### src/rtl/dpwm_pkg.sv
package dpwm_pkg;

   // Class of the active duty word, decided once per cycle by the holder.
   typedef enum logic [1:0] {
      LVL_LOW    = 2'd0,   // word is zero: output held low
      LVL_DITHER = 2'd1,   // base width plus accumulator carry
      LVL_HIGH   = 2'd2    // word is all ones: output held high
   } lvl_e;

   // Largest supported total duty width.
   localparam int DPWM_MAX_BITS = 24;

endpackage

### src/rtl/dpwm_timer.sv
module dpwm_timer #(
   parameter int PERIOD_BITS = 2,
   parameter int FRAME_BITS  = 3
) (
   input  logic                   clk_i,
   input  logic                   rst_i,
   output logic [PERIOD_BITS-1:0] cnt_o,
   output logic                   per_start_o,
   output logic                   frm_start_o
);
   localparam int W = PERIOD_BITS + FRAME_BITS;

   // Position in the frame: low bits count clocks, high bits count periods.
   logic [W-1:0] pos_q;

   always_ff @(posedge clk_i) begin
      if (rst_i) pos_q <= '0;
      else       pos_q <= pos_q + {{(W-1){1'b0}}, 1'b1};
   end

   assign cnt_o       = pos_q[PERIOD_BITS-1:0];
   assign per_start_o = (pos_q[PERIOD_BITS-1:0] == '0);
   assign frm_start_o = (pos_q == '0);

endmodule

### src/rtl/dpwm_duty_hold.sv
module dpwm_duty_hold
   import dpwm_pkg::*;
#(
   parameter int W = 5
) (
   input  logic         clk_i,
   input  logic         rst_i,
   input  logic [W-1:0] duty_i,
   input  logic         vld_i,
   input  logic         frm_start_i,
   output logic [W-1:0] act_o,
   output lvl_e         lvl_o
);
   logic [W-1:0] pend_q;   // most recent strobed word
   logic [W-1:0] cur_q;    // word governing the running frame

   // At a boundary the newest word wins, even one strobed in this very cycle.
   always_comb begin
      if (frm_start_i) act_o = vld_i ? duty_i : pend_q;
      else             act_o = cur_q;
   end

   always_ff @(posedge clk_i) begin
      if (rst_i) begin
         pend_q <= '0;
         cur_q  <= '0;
      end else begin
         if (vld_i) pend_q <= duty_i;
         cur_q <= act_o;
      end
   end

   always_comb begin
      if (act_o == '0)      lvl_o = LVL_LOW;
      else if (&act_o)      lvl_o = LVL_HIGH;
      else                  lvl_o = LVL_DITHER;
   end

endmodule

### src/rtl/dpwm_spreader.sv
module dpwm_spreader #(
   parameter int FRAME_BITS = 3
) (
   input  logic                  clk_i,
   input  logic                  rst_i,
   input  logic [FRAME_BITS-1:0] frac_i,
   input  logic                  per_start_i,
   input  logic                  frm_start_i,
   output logic                  ext_o
);
   logic [FRAME_BITS-1:0] acc_q;
   logic                  ext_q;
   logic [FRAME_BITS-1:0] acc_base;
   logic [FRAME_BITS:0]   sum;

   // The accumulator restarts from zero on the first period of a frame.
   assign acc_base = frm_start_i ? '0 : acc_q;
   assign sum      = {1'b0, acc_base} + {1'b0, frac_i};

   always_ff @(posedge clk_i) begin
      if (rst_i) begin
         acc_q <= '0;
         ext_q <= 1'b0;
      end else if (per_start_i) begin
         acc_q <= sum[FRAME_BITS-1:0];
         ext_q <= sum[FRAME_BITS];
      end
   end

   // Carry is live in the first clock of a period and held for the rest.
   assign ext_o = per_start_i ? sum[FRAME_BITS] : ext_q;

endmodule

### src/rtl/dpwm_shaper.sv
module dpwm_shaper
   import dpwm_pkg::*;
#(
   parameter int PERIOD_BITS = 2
) (
   input  logic [PERIOD_BITS-1:0] cnt_i,
   input  logic [PERIOD_BITS-1:0] base_i,
   input  logic                   ext_i,
   input  lvl_e                   lvl_i,
   output logic                   on_o
);
   logic [PERIOD_BITS:0] width;
   logic                 below;

   assign width = {1'b0, base_i} + {{PERIOD_BITS{1'b0}}, ext_i};
   assign below = ({1'b0, cnt_i} < width);

   always_comb begin
      unique case (lvl_i)
         LVL_LOW:  on_o = 1'b0;
         LVL_HIGH: on_o = 1'b1;
         default:  on_o = below;
      endcase
   end

endmodule

### src/rtl/dpwm_gen.sv
module dpwm_gen
   import dpwm_pkg::*;
#(
   parameter int PERIOD_BITS = 2,
   parameter int FRAME_BITS  = 3
) (
   input  logic                              clk_i,
   input  logic                              rst_i,
   input  logic [PERIOD_BITS+FRAME_BITS-1:0] duty_i,
   input  logic                              duty_vld_i,
   output logic                              pwm_o,
   output logic                              frame_o
);
   localparam int W = PERIOD_BITS + FRAME_BITS;

   // Elaboration-time parameter checks.
   generate
      if (PERIOD_BITS < 1) begin : g_bad_period
         $error("PERIOD_BITS must be at least 1");
      end
      if (FRAME_BITS < 1) begin : g_bad_frame
         $error("FRAME_BITS must be at least 1");
      end
      if (W > DPWM_MAX_BITS) begin : g_bad_width
         $error("PERIOD_BITS+FRAME_BITS exceeds the supported width");
      end
   endgenerate

   logic [PERIOD_BITS-1:0] cnt;
   logic                   per_start;
   logic                   frm_start;
   logic [W-1:0]           act;
   lvl_e                   lvl;
   logic                   ext;
   logic                   on;

   dpwm_timer #(
      .PERIOD_BITS (PERIOD_BITS),
      .FRAME_BITS  (FRAME_BITS)
   ) u_timer (
      .clk_i       (clk_i),
      .rst_i       (rst_i),
      .cnt_o       (cnt),
      .per_start_o (per_start),
      .frm_start_o (frm_start)
   );

   dpwm_duty_hold #(
      .W (W)
   ) u_hold (
      .clk_i       (clk_i),
      .rst_i       (rst_i),
      .duty_i      (duty_i),
      .vld_i       (duty_vld_i),
      .frm_start_i (frm_start),
      .act_o       (act),
      .lvl_o       (lvl)
   );

   dpwm_spreader #(
      .FRAME_BITS (FRAME_BITS)
   ) u_spread (
      .clk_i       (clk_i),
      .rst_i       (rst_i),
      .frac_i      (act[FRAME_BITS-1:0]),
      .per_start_i (per_start),
      .frm_start_i (frm_start),
      .ext_o       (ext)
   );

   dpwm_shaper #(
      .PERIOD_BITS (PERIOD_BITS)
   ) u_shape (
      .cnt_i  (cnt),
      .base_i (act[W-1:FRAME_BITS]),
      .ext_i  (ext),
      .lvl_i  (lvl),
      .on_o   (on)
   );

   always_ff @(posedge clk_i) begin
      if (rst_i) begin
         pwm_o   <= 1'b0;
         frame_o <= 1'b0;
      end else begin
         pwm_o   <= on;
         frame_o <= frm_start;
      end
   end

endmodule

### config.mk
export PLATFORM = sky130hd
export DESIGN_NAME = dpwm_gen
export DESIGN_NICKNAME = d
export VERILOG_FILES = /design/src/rtl/dpwm_pkg.sv /design/src/rtl/dpwm_timer.sv /design/src/rtl/dpwm_duty_hold.sv /design/src/rtl/dpwm_spreader.sv /design/src/rtl/dpwm_shaper.sv /design/src/rtl/dpwm_gen.sv
export SDC_FILE = /design/constraint.sdc
export NUM_CORES = 1
export LEC_CHECK = 0
export ABC_AREA = 1
export BUFFER_PORTS_ARGS = -buffer_cell sky130_fd_sc_hd__buf_2
export CORE_MARGIN = 8
export CORE_UTILIZATION = 56
export CTS_CLUSTER_DIAMETER = 50
export DETAILED_ROUTE_END_ITERATION = 6
export GPL_TIMING_DRIVEN = 0
export PLACE_DENSITY = 0.8
export REMOVE_ABC_BUFFERS = 1
export SLEW_MARGIN = 20
export SYNTH_ARGS = -nofsm -noshare
export SYNTH_HDL_FRONTEND = slang
export SYNTH_SLANG_ARGS = --single-unit
### constraint.sdc
create_clock -name clk_i -period 3.6 [get_ports clk_i]
set_input_delay 1.08 -clock clk_i [delete_from_list [all_inputs] [get_ports clk_i]]
set_output_delay 1.08 -clock clk_i [all_outputs]
set_load 0.01 [all_outputs]
==> qor.csv <==
stage;metric;value;unit
setup_path;worstPathRequired;3.84;ns
setup_path;critPathBufInv;4;
place;dp_cells;180;
floorplanning;die_h;59.7;um
floorplanning;rows;16;
global_route;grt_overflow_total;0;
yosys;yosysWarnings;0;
cells_and_area;fin_cells;184;
setup_path;worstPathArrival;3.60;ns
setup_path;crit_top_cell;ha_1;
setup_path;slowest_stage;ha_1;
power_and_ir_drop;netSwitchingPower;0.175;mW
place;hpwl;1.52;mm
floorplanning;design.die.area;3570;um^2
timing;setup_viol;0;
timing;post-route-period-util;0.933;
timing;fmax;298;MHz
timing;worstMarginPinSlew;0.309;ns
detailed_routing;ant_nets;0;
status;outcome;complete, no violations;
detailed_routing;dr.pass1.iters;4;
cells_and_area;final_nets;175;
yosys;synth_top_area_cell;dfxtp_1;
run;maxCapViolCount;0;
setup_path;end_kind;register;
cells_and_area;layout_common_cells;inv_1, nand2_1, dfxtp_1;
timing;hold_viol;0;
cells_and_area;fill_cells;187;
detailed_routing;drt_iter0_markers;20;
setup_path;cp_cell_sequence;buf_2 > inv_2 > nand2_1 > nand2_2 > nand2_2 > nand2_4 > inv_1 > ha_1 > a21o_1 > a31oi_1 > o21ai_0 > ha_1 > ha_1 > inv_1 > ha_1 > a21oi_1 > o21ai_0 > a21oi_1;
yosys;synth_seq_area_share;0.393;
cells_and_area;drive_gt1_frac;0.197;
cells_and_area;n_antenna_cell;0;
place;placed_area;1140;um^2
yosys;syn_inst;146;
floorplanning;floorplan.initialDensity;0.569;
detailed_routing;wl_per_cell;10.5;um
yosys;synth_top_area_share;0.393;
power_and_ir_drop;comb_power_share;0.290;
power_and_ir_drop;clock_power_share;0.209;
clocking;insertion_delay;0.29;ns
cells_and_area;fin_area;1170;um^2
clocking;postCtsHoldBufs;0;
power_and_ir_drop;powerDensity;454;nW/um^2
place;gp_congestion;0.740;
clocking;tritoncts;yes;
setup_path;critPathMaxStageDelay;0.33;ns
detailed_routing;vias;876;
setup_path;worstSetupPathType;primary input to register;
timing;skew;0.00139;ns
cells_and_area;layout_commonest_cell;inv_1;
global_route;grt_max_degree;17;
hold_path;hold_path_class;register to register;
global_route;grt_antenna_before_repair;0;
detailed_routing;drc;0;
global_route;first_global_vias;858;
power_and_ir_drop;leakage;0.633;nW
cells_and_area;syn2layout_area_growth;9.11;%
setup_path;crit_family;adder cells;
clocking;clkSlewWorstSetupHoldPaths;0.12;ns
yosys;avgSynthCellArea;7.34;um^2
clocking;root_buffer;clkbuf_4;
clocking;cts.sinks;21;
detailed_routing;avgViaCountPerCell;4.76;
power_and_ir_drop;pwr-share-seq;0.501;
global_route;grt_pass1_wl;3.39;mm
clocking;numCtsBuffers;3;
floorplanning;coreArea;1880;um^2
power_and_ir_drop;ir_worst_vdd;0.335;mV
setup_path;r2r_slack;0.31;ns
timing;rsz0062_at_grt;false;
timing;setup_tns;0;ns
clocking;post_cts_buffers;0;
yosys;yosys_register_bits;21;
power_and_ir_drop;switching_share;0.330;
timing;slew-limit-headroom;0.794;
yosys;synth_cell_types;22;
floorplanning;die_w;59.7;um
clocking;cts_resized;0;
floorplanning;design.portCount;10;
timing;period_minus_slack;3.36;ns
clocking;h-tree-depth;1;
place;port_buffers;9;
yosys;mappedNetlistArea;1070;um^2
global_route;grtUsageTotal;0.121;
setup_path;cp_max_fo;8;
timing;slew_violations;0;
power_and_ir_drop;internal_power;0.355;mW
detailed_routing;drt-total-wl;1.93;mm
clocking;clk_path_buf_depth;2;
setup_path;crit_path_start_kind;primary input;
yosys;synth.area.top_cells;dfxtp_1, inv_1, ha_1, nand2_1, nor2_1;
layer usage:
| metal | share of wire | GRT usage | vias to the layer above |
|---|---|---|---|
| li1 | - | - | 457 |
| met1 | 0.43 | 0.131 | 404 |
| met2 | 0.51 | 0.215 | 11 |
| met3 | 0.037 | 0.0258 | 4 |
| met4 | 0.016 | 0.0612 | 0 |
| met5 | 0 | 0 | - |
kinds of logic after synthesis:
kind of cell | after synthesis | synth area share
and+or+nand+nor | 62 | 0.276
DFF | 21 | 0.393
xor gates and xnor gates | 1 | 0.00818
AOI/OAI and AO/OA | 18 | 0.0876
adders and majority gates | 9 | 0.112
buffers and inverters | 35 | 0.124
worst register-to-register path: stages (launching register included):
cell and delay, ns:
dfxtp_1 0.40, inv_1 0.08, ha_1 0.24, inv_2 0.16, nor2_4 0.04, nand2_2 0.12
nand2_2 0.09, nand2_4 0.10, inv_1 0.05, ha_1 0.33, a21o_1 0.18, a31oi_1 0.12
o21ai_0 0.13, ha_1 0.22, ha_1 0.27, inv_1 0.04, ha_1 0.27, a21oi_1 0.14
o21ai_0 0.09, a21oi_1 0.15
stage by stage:
stage               power (mW)  hold WS [ns]  setup slack (ns)  utilization
floorplan                0.385         0.429             0.362            -
global route             0.570         0.486             0.113        0.621
CTS                      0.537         0.472             0.247        0.621
finish                   0.531         0.466             0.242        0.621
detailed placement       0.426         0.455           -0.0381        0.606
global placement         0.413         0.444            0.0377        0.606
flip-flops by register name, indices dropped and copies added (netlist names):
name	flops
frame_o	1
pwm_o	1
u_hold.cur_q	5
u_hold.pend_q	5
u_spread.acc_q	3
u_spread.ext_q	1
u_timer.pos_q	5
cell usage after synthesis:
| library cell | count |
|---|---|
| nor2_2 | 2 |
| and2_1 | 1 |
| buf_1 | 1 |
| nand2_2 | 8 |
| xor2_1 | 1 |
| nor3_1 | 1 |
| fa_1 | 1 |
| o21ai_0 | 8 |
| nand2_4 | 1 |
| clkbuf_2 | 1 |
| a31oi_1 | 1 |
| nor2_4 | 3 |
| ha_1 | 8 |
| nand3_1 | 3 |
| inv_1 | 29 |
| nor2_1 | 18 |
| inv_2 | 4 |
| a21o_1 | 1 |
| a21oi_1 | 7 |
| nand2_1 | 25 |
| dfxtp_1 | 21 |
| o21ai_1 | 1 |
path summary, 6_finish.rpt:
path / startpoint / endpoint / depth (start not counted)
hold / removal: u_spread.acc_q[0]$_SDFFE_PP0N_ / u_spread.acc_q[0]$_SDFFE_PP0N_ / 2
setup reg to reg: u_timer.pos_q[0]$_SDFF_PP0_ / pwm_o$_SDFF_PP0_ / 19
setup / recovery: duty_vld_i / pwm_o$_SDFF_PP0_ / 18
hold reg to reg: u_spread.acc_q[0]$_SDFFE_PP0N_ / u_spread.acc_q[0]$_SDFFE_PP0N_ / 2
power by group through the flow:
stage	sequential, mW	clock (mW)	combinational [mW]
after floorplan	0.272	0	0.113
after global placement	0.270	0	0.143
after detailed placement	0.271	0	0.155
after CTS	0.266	0.114	0.156
after global routing	0.268	0.126	0.176
final	0.266	0.111	0.154
area by class of cell:
cell class,count,area [um^2],share of cell area
multi-input cells,90,518,0.443
flip-flops and latches,21,420,0.360
inverters,33,124,0.106
repair buffers,9,45.0,0.0385
well taps,27,33.8,0.0289
clock buffers,3,22.5,0.0193
clock inverters,1,5.00,0.00428
Note: power is estimated with default switching activity, not from simulation.
